$ cat src/rtl/ct_pkg.sv
package ct_pkg;
    typedef enum logic [1:0] {
        ST_IDLE   = 2'd0,
        ST_LOOKUP = 2'd1,
        ST_ISSUE  = 2'd2
    } ct_state_e;

    localparam logic [1:0] STAT_BUSY = 2'b00;
    localparam int HDR_WORD_IDX = 5;
    localparam int WORD_BYTES   = 4;
endpackage

$ cat src/rtl/ct_arm_reg.sv
module ct_arm_reg #(
    parameter int AW = 32
) (
    input  logic          clk,
    input  logic          rst_n,
    input  logic          wr_desc,
    input  logic [AW-1:0] wr_data,
    input  logic          consume,
    output logic          armed,
    output logic [AW-1:0] desc
);
    always_ff @(posedge clk) begin
        if (!rst_n) begin
            armed <= 1'b0;
            desc  <= '0;
        end else if (wr_desc) begin
            armed <= 1'b1;
            desc  <= wr_data;
        end else if (consume) begin
            armed <= 1'b0;
        end
    end
endmodule

$ cat src/rtl/ct_pend_table.sv
module ct_pend_table #(
    parameter int AW   = 32,
    parameter int NCTX = 8,
    localparam int CW  = $clog2(NCTX)
) (
    input  logic          clk,
    input  logic          rst_n,
    input  logic          mark,
    input  logic [CW-1:0] mark_ctx,
    input  logic [AW-1:0] mark_desc,
    input  logic [AW-1:0] mark_base,
    input  logic          cmp_valid,
    input  logic [CW-1:0] cmp_ctx,
    output logic          hit,
    output logic [AW-1:0] hit_desc,
    output logic [AW-1:0] hit_base,
    output logic [NCTX-1:0] pend_bits
);
    logic [NCTX-1:0] pend_q;
    logic [AW-1:0]   desc_mem [NCTX];
    logic [AW-1:0]   base_mem [NCTX];

    assign hit       = cmp_valid && pend_q[cmp_ctx];
    assign hit_desc  = desc_mem[cmp_ctx];
    assign hit_base  = base_mem[cmp_ctx];
    assign pend_bits = pend_q;

    for (genvar i = 0; i < NCTX; i++) begin : g_entry
        always_ff @(posedge clk) begin
            if (!rst_n) begin
                pend_q[i] <= 1'b0;
            end else if (hit && cmp_ctx == CW'(i)) begin
                pend_q[i] <= 1'b0;
            end else if (mark && mark_ctx == CW'(i)) begin
                pend_q[i] <= 1'b1;
            end
        end

        always_ff @(posedge clk) begin
            if (mark && mark_ctx == CW'(i)) begin
                desc_mem[i] <= mark_desc;
                base_mem[i] <= mark_base;
            end
        end
    end
endmodule

$ cat src/rtl/ct_ctrl.sv
module ct_ctrl
    import ct_pkg::*;
#(
    parameter int AW = 32,
    parameter int CW = 3
) (
    input  logic          clk,
    input  logic          rst_n,
    input  logic          op_wr,
    input  logic [AW-1:0] op_base,
    input  logic          armed,
    input  logic [AW-1:0] arm_desc,
    output logic          consume,
    output logic          lkp_req,
    output logic [AW-1:0] lkp_base,
    input  logic          lkp_ack,
    input  logic [CW-1:0] lkp_ctx,
    input  logic [1:0]    lkp_status,
    input  logic          cmp_valid,
    input  logic [CW-1:0] cmp_ctx,
    input  logic          cmp_err,
    input  logic          hit,
    input  logic [AW-1:0] hit_desc,
    input  logic [AW-1:0] hit_base,
    output logic          mark,
    output logic [CW-1:0] mark_ctx,
    output logic [AW-1:0] mark_desc,
    output logic [AW-1:0] mark_base,
    output logic          dma_valid,
    output logic [AW-1:0] dma_desc,
    output logic [AW-1:0] dma_hdr_ptr,
    output logic [CW-1:0] dma_ctx,
    output logic          evt_valid,
    output logic [AW-1:0] evt_desc,
    output logic [CW-1:0] evt_ctx,
    output logic          err_flag,
    output ct_state_e     state
);
    localparam logic [AW-1:0] HDR_OFS = AW'(HDR_WORD_IDX * WORD_BYTES);

    ct_state_e     state_q, state_d;
    logic [AW-1:0] base_q, desc_q;
    logic [CW-1:0] ctx_q;
    logic          cancel_q;
    logic          accept, race, pkt_busy;

    assign accept   = op_wr && armed && (state_q == ST_IDLE);
    assign race     = cmp_valid && (cmp_ctx == lkp_ctx);
    assign pkt_busy = (lkp_status == STAT_BUSY);

    assign consume   = accept;
    assign lkp_req   = (state_q == ST_LOOKUP);
    assign lkp_base  = base_q;
    assign mark      = (state_q == ST_LOOKUP) && lkp_ack && pkt_busy && !race;
    assign mark_ctx  = lkp_ctx;
    assign mark_desc = desc_q;
    assign mark_base = base_q;
    assign state     = state_q;

    always_comb begin
        state_d = state_q;
        unique case (state_q)
            ST_IDLE:   if (accept) state_d = ST_LOOKUP;
            ST_LOOKUP: if (lkp_ack) state_d = (pkt_busy && !race) ? ST_IDLE : ST_ISSUE;
            ST_ISSUE:  if (!hit) state_d = ST_IDLE;
            default:   state_d = ST_IDLE;
        endcase
    end

    always_ff @(posedge clk) begin
        if (!rst_n) state_q <= ST_IDLE;
        else        state_q <= state_d;
    end

    always_ff @(posedge clk) begin
        if (!rst_n) begin
            base_q   <= '0;
            desc_q   <= '0;
            ctx_q    <= '0;
            cancel_q <= 1'b0;
        end else begin
            if (accept) begin
                base_q <= op_base;
                desc_q <= arm_desc;
            end
            if (state_q == ST_LOOKUP && lkp_ack) begin
                ctx_q    <= lkp_ctx;
                cancel_q <= pkt_busy ? cmp_err : lkp_status[1];
            end
        end
    end

    always_ff @(posedge clk) begin
        if (!rst_n) begin
            dma_valid   <= 1'b0;
            dma_desc    <= '0;
            dma_hdr_ptr <= '0;
            dma_ctx     <= '0;
            evt_valid   <= 1'b0;
            evt_desc    <= '0;
            evt_ctx     <= '0;
        end else begin
            dma_valid <= 1'b0;
            evt_valid <= 1'b0;
            if (hit) begin
                if (cmp_err) begin
                    evt_valid <= 1'b1;
                    evt_desc  <= hit_desc;
                    evt_ctx   <= cmp_ctx;
                end else begin
                    dma_valid   <= 1'b1;
                    dma_desc    <= hit_desc;
                    dma_hdr_ptr <= hit_base + HDR_OFS;
                    dma_ctx     <= cmp_ctx;
                end
            end else if (state_q == ST_ISSUE) begin
                if (cancel_q) begin
                    evt_valid <= 1'b1;
                    evt_desc  <= desc_q;
                    evt_ctx   <= ctx_q;
                end else begin
                    dma_valid   <= 1'b1;
                    dma_desc    <= desc_q;
                    dma_hdr_ptr <= base_q + HDR_OFS;
                    dma_ctx     <= ctx_q;
                end
            end
        end
    end

    always_ff @(posedge clk) begin
        if (!rst_n)                                         err_flag <= 1'b0;
        else if (op_wr && (!armed || state_q != ST_IDLE))   err_flag <= 1'b1;
    end
endmodule

$ cat src/rtl/ct_cutthru_dma.sv
module ct_cutthru_dma
    import ct_pkg::*;
#(
    parameter int AW   = 32,
    parameter int NCTX = 8,
    localparam int CW  = $clog2(NCTX)
) (
    input  logic          clk,
    input  logic          rst_n,
    input  logic          reg_wr_en,
    input  logic          reg_sel,
    input  logic [AW-1:0] reg_wr_data,
    output logic          lkp_req,
    output logic [AW-1:0] lkp_base,
    input  logic          lkp_ack,
    input  logic [CW-1:0] lkp_ctx,
    input  logic [1:0]    lkp_status,
    input  logic          cmp_valid,
    input  logic [CW-1:0] cmp_ctx,
    input  logic          cmp_err,
    output logic          dma_valid,
    output logic [AW-1:0] dma_desc,
    output logic [AW-1:0] dma_hdr_ptr,
    output logic [CW-1:0] dma_ctx,
    output logic          evt_valid,
    output logic [AW-1:0] evt_desc,
    output logic [CW-1:0] evt_ctx,
    output logic          err_flag
);
    logic            op_wr, desc_wr, consume, armed;
    logic [AW-1:0]   arm_desc;
    logic            mark, hit;
    logic [CW-1:0]   mark_ctx;
    logic [AW-1:0]   mark_desc, mark_base, hit_desc, hit_base;
    logic [NCTX-1:0] pend_bits;
    ct_state_e       ctrl_state;

    assign op_wr   = reg_wr_en && reg_sel;
    assign desc_wr = reg_wr_en && !reg_sel;

    ct_arm_reg #(.AW(AW)) u_arm (
        .clk(clk), .rst_n(rst_n), .wr_desc(desc_wr), .wr_data(reg_wr_data),
        .consume(consume), .armed(armed), .desc(arm_desc)
    );

    ct_pend_table #(.AW(AW), .NCTX(NCTX)) u_pend (
        .clk(clk), .rst_n(rst_n), .mark(mark), .mark_ctx(mark_ctx),
        .mark_desc(mark_desc), .mark_base(mark_base), .cmp_valid(cmp_valid),
        .cmp_ctx(cmp_ctx), .hit(hit), .hit_desc(hit_desc), .hit_base(hit_base),
        .pend_bits(pend_bits)
    );

    ct_ctrl #(.AW(AW), .CW(CW)) u_ctrl (
        .clk(clk), .rst_n(rst_n), .op_wr(op_wr), .op_base(reg_wr_data),
        .armed(armed), .arm_desc(arm_desc), .consume(consume),
        .lkp_req(lkp_req), .lkp_base(lkp_base), .lkp_ack(lkp_ack),
        .lkp_ctx(lkp_ctx), .lkp_status(lkp_status), .cmp_valid(cmp_valid),
        .cmp_ctx(cmp_ctx), .cmp_err(cmp_err), .hit(hit), .hit_desc(hit_desc),
        .hit_base(hit_base), .mark(mark), .mark_ctx(mark_ctx),
        .mark_desc(mark_desc), .mark_base(mark_base), .dma_valid(dma_valid),
        .dma_desc(dma_desc), .dma_hdr_ptr(dma_hdr_ptr), .dma_ctx(dma_ctx),
        .evt_valid(evt_valid), .evt_desc(evt_desc), .evt_ctx(evt_ctx),
        .err_flag(err_flag), .state(ctrl_state)
    );
endmodule

$ cat config.mk
export PLATFORM = sky130hd
export DESIGN_NAME = ct_cutthru_dma
export DESIGN_NICKNAME = d
export VERILOG_FILES = /design/src/rtl/ct_pkg.sv /design/src/rtl/ct_arm_reg.sv /design/src/rtl/ct_pend_table.sv /design/src/rtl/ct_ctrl.sv /design/src/rtl/ct_cutthru_dma.sv
export SDC_FILE = /design/constraint.sdc
export NUM_CORES = 1
export LEC_CHECK = 0
export BUFFER_PORTS_ARGS = -buffer_cell sky130_fd_sc_hd__buf_4
export CORE_UTILIZATION = 30
export CTS_CLUSTER_SIZE = 30
export DETAILED_ROUTE_END_ITERATION = 7
export GPL_TIMING_DRIVEN = 0
export HOLD_SLACK_MARGIN = 0.15
export PLACE_DENSITY = 0.55
export SLEW_MARGIN = 40
export SYNTH_ARGS = -nofsm -noshare
export SYNTH_HDL_FRONTEND = slang
export SYNTH_HIERARCHICAL = 1
export SYNTH_SLANG_ARGS = --single-unit
$ cat constraint.sdc
create_clock -name clk -period 17.44 [get_ports clk]
set_clock_uncertainty 0.15 [all_clocks]
set_input_delay 3.488 -clock clk [delete_from_list [all_inputs] [get_ports clk]]
set_output_delay 3.488 -clock clk [all_outputs]
set_load 0.03 [all_outputs]
==> flow_summary.yaml, run 1 <==
synthesis:
  yosys_register_bits: 728
  synth_top_area_share_pct: 52.9
  yosys.area.top_type: "edfxtp_1"
  synth_fp_nets: 1899
  synth.distinct_cells: 64
  seq_area_frac_synth_pct: 67.7
  yosysWarnings: 6
  synth-edff-count: 512
  postSynthCellCount: 1851
  syn_area_per_cell_um2: 15.7
  synth_flop_cell: "edfxtp_1"
  synth.area.top_cells: "edfxtp_1 53%, dfxtp_1 15%, mux4_2 8.7%"
  synth-async-reset-ratio_pct: 0
  syn_area_um2: 29100
detailed_routing:
  vias: 17798
  vias_per_cell: 5.08
  drc: 0
  detail-route-antenna-nets: 0
  routed_wl_um: 87700
  drtPass1Iterations: 6
  first_iter_violations: 1776
  post_drt_wl_per_cell_um: 25.0
critical_path:
  cp.required_ns: 17.82
  startpoint_type: "input pin"
  critPathSlowestCell: "nor2_1"
  cpPeakStageDelay_ns: 0.65
  critical_path_class: "input pin to register"
  path_cells: "buf_4 > buf_6 > clkbuf_1 > buf_2 > mux2i_1 > nor2_1 > buf_6 > buf_6 > buf_4 > buf_2 > buf_2 > mux2_2 > ha_1 > o21ai_0 > o22ai_1 > and3_1 > buf_2 > a31oi_1 > a311o_1"
  crit_arrival_ns: 9.45
  end_kind: "register"
  critPathMaxFanout: 10
  cp_common_cell: "buf_2"
floorplan:
  initial_core_util_pct: 30.4
  io_pins: 185
  row_count: 113
  design.core.area_um2: 95600
  die_area_um2: 98200
  fp.dieW_um: 313
  fp.dieH_um: 313
cts:
  h-tree-depth: 3
  clkTransAtPathRegs_ns: 0.06
  postCtsSetupBuffers: 0
  cts.sinks: 728
  cts_resized: 0
  cts_tree: "done"
  clock_latency_ns: 0.64
  clock_path_buffers: 3
  cts_root_buf: "clkbuf_16"
  holdBufCountCts: 0
  numCtsBuffers: 78
grt:
  grt_pass1_vias: 17811
  grt_max_degree: 15
  grtUsageTotal_pct: 17.8
  grt_pass1_wl_um: 126000
  antenna_found_initial: 4
  grt_overflow: 0
cells_and_area:
  diodes: 0
  syn2layout_area_growth_pct: 21.8
  drive_gt1_share_pct: 29.9
  fin_nets: 2222
sta:
  grt_setup_unrepaired: "false"
  worstMarginPinSlew_ns: 0.868
  fmax_mhz: 110
  slew_violations: 0
  worst_slack_ns: 8.37
  layout_worst_path_cycle_share_pct: 52.0
  finalCriticalPeriod_ns: 9.07
  finalHoldViolCount: 0
  fin_setup_tns_ns: 0
  max_slew_margin_pct: 41.5
  setup_violations: 0
place:
  io_buffers: 184
  gp_congestion: 0.852
  dp_slack_ns: 7.78
  dpl.hpwl_um: 64600
run:
  maxCapViolations: 0
power_and_ir_drop:
  powerDensity_nw_per_um2: 101
  report.power.total_mw: 3.59
  vdd_ir_drop_max_mv: 0.0601
  p_leak_nw: 11.9
status:
  outcome: "completed"
min_path:
  hp-class: "register to register"
==> cells in the mapped netlist (8+ instances only) <==
master,n
edfxtp_1,512
dfxtp_1,216
nand2_1,163
mux4_2,112
nor2_1,103
mux2i_1,87
a21oi_1,84
mux2_2,78
a211oi_1,76
clkbuf_1,49
nand3_1,43
nor2b_1,40
buf_4,39
buf_2,36
mux4_1,18
nand4_1,17
o21ai_0,17
and3_1,11
buf_1,11
nand3b_1,11
a31oi_1,9
buf_12,9
o211a_1,8
xnor2_1,8
==> stage by stage <==
step | hold slack [ns] | utilization [%] | cells | cell area, µm²
after floorplan | 0.281 | - | 1851 | 29100
after global placement | 0.296 | 33.5 | 3300 | 32000
after detailed placement | 0.296 | 34.4 | 3359 | 32900
after CTS | 0.305 | 37.1 | 3505 | 35400
after global routing | 0.319 | 37.1 | 3505 | 35400
final | 0.304 | 37.1 | 3505 | 35400
==> sequential cells by signal, summed over array words and instances (netlist names), 8 cells and up <==
register,flops
u_pend/base_mem,256
u_arm/desc,32
u_ctrl/mark_desc,32
u_ctrl/dma_hdr_ptr,32
u_pend/desc_mem,256
u_ctrl/lkp_base,32
u_pend/pend_bits,8
u_ctrl/dma_desc,32
u_ctrl/evt_desc,32
==> path summary, 6_finish.rpt <==
check        slack [ns]                        startpoint                                   to  depth (start not counted)
min reg2reg        0.30      u_ctrl/ctx_q[1]$_SDFFE_PN0N_         u_ctrl/ctx_q[1]$_SDFFE_PN0N_                          2
max reg2reg       12.01  u_pend/pend_bits[3]$_SDFFE_PP0P_  u_ctrl/dma_hdr_ptr[18]$_SDFFE_PN0P_                         16
min                0.30      u_ctrl/ctx_q[1]$_SDFFE_PN0N_         u_ctrl/ctx_q[1]$_SDFFE_PN0N_                          2
max                8.37                        cmp_ctx[0]  u_ctrl/dma_hdr_ptr[18]$_SDFFE_PN0P_                         19
==> worst max-delay path: cells and delay by family <==
| kind | cells | cell delay, ns |
|---|---|---|
| adders and majority gates | 1 | 0.21 |
| AOI/OAI and AO/OA | 4 | 1.20 |
| buffers and inverters | 10 | 3.20 |
| and+or+nand+nor | 2 | 0.91 |
| muxes | 2 | 0.39 |
==> routing by layer <==
| metal | GRT usage [%] | routed length [µm] | share of wire (%) | up-vias |
|---|---|---|---|---|
| met5 | 0 | 0 | 0 | - |
| met3 | 3.64 | 6180 | 7.1 | 102 |
| met2 | 27.9 | 40400 | 46 | 677 |
| met4 | 3.80 | 1550 | 1.8 | 0 |
| met1 | 25.3 | 39500 | 45 | 9233 |
| li1 | - | - | - | 7786 |
==> cells by family (layout without fill, tap and decap cells) <==
kind of cell | after synthesis | in the layout | share of synthesized area [%]
xor+xnor | 9 | 9 | 0.271
compound gates | 231 | 231 | 5.28
flops | 728 | 728 | 67.7
simple gates | 428 | 428 | 6.92
buf+inv | 159 | 548 | 3.43
fa+ha+maj | 1 | 1 | 0.0430
mux | 295 | 295 | 16.3
==> cell usage in the layout (no fill, tap or decap), drive strengths merged, types with 78 or more instances in the layout <==
| cell | count |
|---|---|
| nand2 | 163 |
| mux4 | 130 |
| nor2 | 103 |
| edfxtp | 512 |
| clkbuf | 154 |
| buf | 346 |
| dfxtp | 216 |
| mux2 | 78 |
| mux2i | 87 |
| a21oi | 85 |
==> cell type report <==
cell class,instances,area [µm²]
clock inverters,41,317
repair buffers,243,2190
fillers,9027,60200
clock buffers,105,2180
plain buffers,152,978
multi-input cells,964,8450
well taps,1265,1580
flip-flops and latches,728,19700
inverters,7,26.3
==> power by group <==
group          switching, mW  leakage (nW)  internal, mW
clock network          0.695          1.24         0.917
registers            0.00867          6.58          1.84
logic                 0.0804          4.08        0.0499
total                  0.785          11.9          2.80
Power figures use the tool's default switching activity.
==> run 2, diff against run 1 <==
--- a/config.mk
+++ b/config.mk
@@ -5,6 +5,7 @@
 export SDC_FILE = /design/constraint.sdc
 export NUM_CORES = 1
 export LEC_CHECK = 0
+export ABC_AREA = 1
 export BUFFER_PORTS_ARGS = -buffer_cell sky130_fd_sc_hd__buf_4
 export CORE_UTILIZATION = 30
 export CTS_CLUSTER_SIZE = 30
==> constraint.sdc (replaced) <==
create_clock -name clk -period 8.8 [get_ports clk]
set_clock_uncertainty 0.15 [all_clocks]
set_input_delay 1.76 -clock clk [delete_from_list [all_inputs] [get_ports clk]]
set_output_delay 1.76 -clock clk [all_outputs]
set_load 0.03 [all_outputs]
==> run 2 against run 1 <==
Against the previous run:
- area after synthesis fell by 0.71%
- clock power grew 99%
- first-iteration DRC count is 38% higher
- via count grew 23%
- largest cell class unchanged
==> flow_summary.yaml, run 2 <==
floorplan:
  row_count: 113
  io_pins: 185
  die_area_um2: 97500
  fp.dieW_um: 312
  fp.dieH_um: 312
  design.core.area_um2: 95200
  initial_core_util_pct: 30.3
critical_path:
  cp.required_ns: 9.21
  end_kind: "register"
  r2r_cells: 19
  crit_arrival_ns: 5.50
  reg2reg_slack_ns: 5.42
  r2r_end: "u_ctrl/dma_hdr_ptr[12]$_SDFFE_PN0P_"
  startpoint_type: "input pin"
  reg2reg_from: "u_pend/pend_bits[4]$_SDFFE_PP0P_"
  critical_path_class: "input pin to register"
  critPathMaxFanout: 10
grt:
  antenna_found_initial: 6
  grt_overflow: 0
  grtUsageTotal_pct: 20.4
  grt_pass1_wl_um: 144000
  grt_pass1_vias: 19998
  grt_max_degree: 43
sta:
  slew_violations: 0
  worst_slack_ns: 3.71
  worstMarginPinSlew_ns: 0.928
  setup_violations: 0
  grt_setup_unrepaired: "false"
  finalCriticalPeriod_ns: 5.09
  finalHoldViolCount: 0
  layout_worst_path_cycle_share_pct: 57.8
  fmax_mhz: 197
  max_slew_margin_pct: 38.1
detailed_routing:
  vias_per_cell: 4.94
  post_drt_wl_per_cell_um: 23.0
  first_iter_violations: 2443
  detail-route-antenna-nets: 0
  routed_wl_um: 102000
  drtPass1Iterations: 5
  drc: 0
  vias: 21877
place:
  gp_congestion: 0.924
  dpl.hpwl_um: 71200
  dp_slack_ns: 3.14
  place_area_um2: 32200
  io_buffers: 184
cts:
  cts.sinks: 728
  clock_path_buffers: 3
  holdBufCountCts: 0
  clock_latency_ns: 0.63
  numCtsBuffers: 76
  postCtsSetupBuffers: 0
  h-tree-depth: 3
  cts_root_buf: "clkbuf_16"
  cts_tree: "done"
  clkTransAtPathRegs_ns: 0.06
  cts_resized: 0
synthesis:
  synth_top_area_share_pct: 53.2
  postSynthCellCount: 2813
  yosys-top-cells-count: "960 x nand2_1, 512 x edfxtp_1, 341 x nor2_1"
  synth_fp_nets: 2861
  synth-edff-count: 512
  yosys_register_bits: 728
  syn_area_um2: 28900
  synthMostInstantiatedCell: "nand2_1"
  yosys.area.top_type: "edfxtp_1"
  synth.distinct_cells: 38
  yosysWarnings: 6
  synth-async-reset-ratio_pct: 0
  synth_flop_cell: "edfxtp_1"
  seq_area_frac_synth_pct: 68.2
  syn_area_per_cell_um2: 10.3
  synth.area.top_cells: "edfxtp_1 53%, dfxtp_1 15%, nand2_1 12%"
cells_and_area:
  utilization_pct: 36.5
  seqCellArea_um2: 19700
  drive_gt1_share_pct: 15.5
  multi_input_area_um2: 7820
  syn2layout_area_growth_pct: 20.3
  top_regs: "u_pend/base_mem (256), u_pend/desc_mem (256)"
  nFillCells: 9500
  final_common_cell: "nand2_1"
  fin_nets: 3147
  stdcell_area_um2: 34700
  final_cell_mix: "960 x nand2_1, 512 x edfxtp_1, 340 x nor2_1, 231 x buf_4, 216 x dfxtp_1"
power_and_ir_drop:
  p_leak_nw: 12.6
  clkPwrFrac_pct: 42.8
  power.internal_mw: 5.68
  switchingPower_mw: 1.79
  combPwrFrac_pct: 7.2
  vdd_ir_drop_max_mv: 0.127
  swShare_pct: 24.0
  report.power.total_mw: 7.48
  p_seq_share_pct: 50.0
  powerDensity_nw_per_um2: 215
min_path:
  min_to: "u_ctrl/ctx_q[1]$_SDFFE_PN0N_"
  hp-class: "register to register"
  hold_path_startpoint: "u_ctrl/ctx_q[1]$_SDFFE_PN0N_"
  hold_depth: 2
status:
  outcome: "completed"
run:
  maxCapViolations: 0
[run 2: cell count changes after synthesis, moves of 24 or more]
cell      before  now
nand4_1       17  108
nor2_1       103  341
a211oi_1      76    0
mux4_2       112    0
a21oi_1       84   29
nand2_1      163  960
o21ai_0       17  177
mux2i_1       87    0
nor2b_1       40    0
mux2_2        78    0
a31oi_1        9   34
a22oi_1        4   28
inv_1          6   86
[run 2: cell families (layout without fill, tap and decap cells)]
kind of cell / count (synthesis) / after routing / synth area share, %
compound gates: 288 / 288 / 5.57
xor+xnor: 8 / 8 / 0.243
fa+ha+maj: 1 / 1 / 0.0433
buf+inv: 278 / 627 / 4.74
flops: 728 / 728 / 68.2
other cells: 0 / 2 / 0
simple gates: 1510 / 1510 / 21.2
[run 2: final cells by class]
type / count / share of cell area [%]
Clock buffer: 111 / 6.61
Clock inverter: 30 / 0.558
Timing Repair Buffer: 208 / 5.00
Antenna cell: 2 / 0.0144
Tap cell: 1265 / 4.56
Sequential cell: 728 / 56.7
Buffer: 185 / 2.95
Multi-Input combinational cell: 1807 / 22.5
Inverter: 93 / 1.11
[run 2: how the worst max path moves through the flow]
stage	start	endpoint	slack, ns	cells past startpoint
floorplan	lkp_ctx[1]	u_pend/base_mem[3][0]$_DFFE_PP_	1.44	6
global placement	cmp_ctx[1]	u_pend/pend_bits[3]$_SDFFE_PP0P_	-3.69	8
detailed placement	cmp_ctx[2]	u_ctrl/dma_hdr_ptr[12]$_SDFFE_PN0P_	3.14	18
CTS	cmp_ctx[2]	u_ctrl/dma_hdr_ptr[12]$_SDFFE_PN0P_	3.78	18
global route	cmp_ctx[2]	u_ctrl/dma_hdr_ptr[12]$_SDFFE_PN0P_	3.61	18
finish	cmp_ctx[2]	u_ctrl/dma_hdr_ptr[12]$_SDFFE_PN0P_	3.71	18
[run 2: power by group through the flow]
stage / logic [mW] / clock network, mW / registers (mW)
global route: 0.576 / 3.37 / 3.74
global placement: 0.525 / 0 / 3.81
detailed placement: 0.528 / 0 / 3.81
finish: 0.535 / 3.20 / 3.74
CTS: 0.530 / 3.24 / 3.74
floorplan: 0.262 / 0 / 3.82
[run 2: metrics by stage]
stage	setup TNS (ns)	instances	hold slack (ns)
floorplan	0	2813	0.274
global placement	-246.00	4262	0.289
detailed placement	0	4286	0.294
CTS	0	4427	0.302
global route	0	4427	0.336
finish	0	4429	0.299
[run 2: critical path, stage by stage]
cell      delay, ns
buf_4          0.12
buf_2          0.24
clkinv_1       0.18
clkbuf_1       0.65
buf_1          0.62
nand2_1        0.11
nand2_1        0.10
nand2_1        0.06
nand2_1        0.12
ha_1           0.18
inv_1          0.05
nand3_1        0.18
nand2_2        0.14
nor2_2         0.23
nand2_1        0.15
xnor2_1        0.36
o21ai_0        0.13
inv_1          0.08
[run 2: metal layers]
| metal | wire length, µm | track usage, % | share of wire (%) |
|---|---|---|---|
| met4 | 2730 | 5.59 | 2.7 |
| met1 | 44500 | 29.0 | 44 |
| met2 | 45500 | 31.6 | 45 |
| met3 | 9110 | 4.15 | 8.9 |
| met5 | 37 | 0 | 0.036 |
==> run 3, diff against run 2 <==
==> constraint.sdc (replaced) <==
create_clock -name clk -period 5.32 [get_ports clk]
set_clock_uncertainty 0.15 [all_clocks]
set_input_delay 1.064 -clock clk [delete_from_list [all_inputs] [get_ports clk]]
set_output_delay 1.064 -clock clk [all_outputs]
set_load 0.03 [all_outputs]
==> run 3 against run 2 <==
Against the previous run:
- design area is essentially flat
- hold slack better by 0.0052 ns
- register-to-register slack worse by 3.3 ns
- non-clock buffer count is 5 lower
- critical path type unchanged
- combinational power increased by 65%
- critical path depth unchanged
- via count fell by 0.34%
- sequential power is 66% higher
- sequential cell count did not move
- setup slack got worse by 2.7 ns
==> flow_summary.yaml, run 3 (synthesized netlist as in run 2, its figures left out) <==
status:
  outcome: "completed"
sta:
  finalHoldViolCount: 0
  setup_violations: 0
  slew_violations: 0
  hold_ws_ns: 0.304
  fin_setup_tns_ns: 0
  layout_worst_path_cycle_share_pct: 80.8
  fmax_mhz: 233
  max_slew_margin_pct: 38.8
  grt_setup_unrepaired: "false"
  finalCriticalPeriod_ns: 4.30
  worstMarginPinSlew_ns: 0.918
detailed_routing:
  detail-route-antenna-nets: 0
  first_iter_violations: 2240
  routed_wl_um: 102000
  drtPass1Iterations: 5
  vias_per_cell: 4.93
  post_drt_wl_per_cell_um: 23.1
  vias: 21802
  drc: 0
cts:
  h-tree-depth: 3
  cts_root_buf: "clkbuf_16"
  holdBufCountCts: 0
  cts_resized: 0
  cts_tree: "done"
  cts.sinks: 728
  clock_latency_ns: 0.62
  clock_path_buffers: 3
  clkTransAtPathRegs_ns: 0.06
  postCtsSetupBuffers: 0
  numCtsBuffers: 75
run:
  maxCapViolations: 0
floorplan:
  design.core.area_um2: 95200
  row_count: 113
  io_pins: 185
  initial_core_util_pct: 30.3
  fp.dieH_um: 312
  die_area_um2: 97500
  fp.dieW_um: 312
critical_path:
  cp.required_ns: 5.74
  path_cells: "buf_4 > buf_2 > clkinv_1 > clkbuf_1 > buf_1 > nand2_1 > nand2_1 > nand2_1 > nand2_1 > ha_1 > inv_1 > nand3_1 > nand2_2 > nor2_2 > nand2_1 > xnor2_1 > o21ai_0 > inv_1"
  end_kind: "register"
  critPathSlowestCell: "buf_1"
  crit_arrival_ns: 4.72
  cpPeakStageDelay_ns: 0.65
  critPathMaxFanout: 10
  cp_common_cell: "nand2_1"
  critical_path_class: "input pin to register"
  startpoint_type: "input pin"
cells_and_area:
  stdcell_area_um2: 34700
  syn2layout_area_growth_pct: 20.3
  final_cell_mix: "960 x nand2_1, 512 x edfxtp_1, 340 x nor2_1, 224 x buf_4, 216 x dfxtp_1"
  fin_nets: 3141
  nFillCells: 9565
  finalNonFillerCells: 4421
  drive_gt1_share_pct: 15.8
  top_regs: "u_pend/base_mem (256), u_pend/desc_mem (256)"
  final_common_cell: "nand2_1"
place:
  dpl.hpwl_um: 71100
  io_buffers: 184
  gp_congestion: 0.917
  place_inst: 4281
  place_area_um2: 32300
power_and_ir_drop:
  powerDensity_nw_per_um2: 355
  vdd_ir_drop_max_mv: 0.243
  p_leak_nw: 12.6
min_path:
  hp-class: "register to register"
grt:
  grtUsageTotal_pct: 20.5
  grt_overflow: 0
  grt_pass1_wl_um: 143000
  grt_pass1_vias: 20086
  grt_max_degree: 56
  antenna_found_initial: 4
==> run 3: worst paths after layout <==
kind / start / end / slack (ns) / cells after the start
setup / recovery: cmp_ctx[2] / u_ctrl/dma_hdr_ptr[12]$_SDFFE_PN0P_ / 1.02 / 18
hold / removal: u_ctrl/ctx_q[1]$_SDFFE_PN0N_ / u_ctrl/ctx_q[1]$_SDFFE_PN0N_ / 0.30 / 2
setup reg to reg: u_pend/pend_bits[4]$_SDFFE_PP0P_ / u_ctrl/dma_desc[31]$_SDFFE_PN0P_ / 2.11 / 13
hold reg to reg: u_ctrl/ctx_q[1]$_SDFFE_PN0N_ / u_ctrl/ctx_q[1]$_SDFFE_PN0N_ / 0.30 / 2
==> run 3: layout make-up <==
class	count	area, µm²	share of cell area, %
multi-input combinational	1807	7830	22.5
sequential	728	19700	56.7
inverter	93	387	1.11
antenna	1	2.50	0.00720
clock inverter	33	278	0.800
timing repair buffer	203	1760	5.07
buffer	185	1030	2.96
tap	1265	1580	4.56
clock buffer	106	2170	6.25
==> run 3: stage by stage <==
stage          total power, mW  util [%]  setup WS, ns
2_1_floorplan             6.75         -         0.412
6_report                  12.3      36.5          1.02
4_1_cts                   12.4      36.5         0.998
3_5_place_dp              7.18      33.9         0.386
5_1_grt                   12.7      36.5         0.841
3_3_place_gp              7.17      33.5         -3.00
==> run 3: critical path: cells and delay by family <==
kind | cells | cell delay (ns)
AND/OR/NAND/NOR | 8 | 1.13
AO/OA/AOI/OAI | 1 | 0.12
buffers and inverters | 7 | 1.93
XOR/XNOR | 1 | 0.28
adder cells (fa/ha/maj) | 1 | 0.18
==> run 3: report_power, final <==
group	internal [mW]	switching, mW	leakage, nW
clock	3.01	2.23	1.22
sequential	6.09	0.101	5.77
combinational	0.257	0.625	5.62
==> run 3: routing by layer <==
layer	global-route usage [%]	part of all wire, %
met5	1.02	0.18
met4	8.02	3.8
met3	5.81	9.9
met2	31.2	44
met1	27.3	42
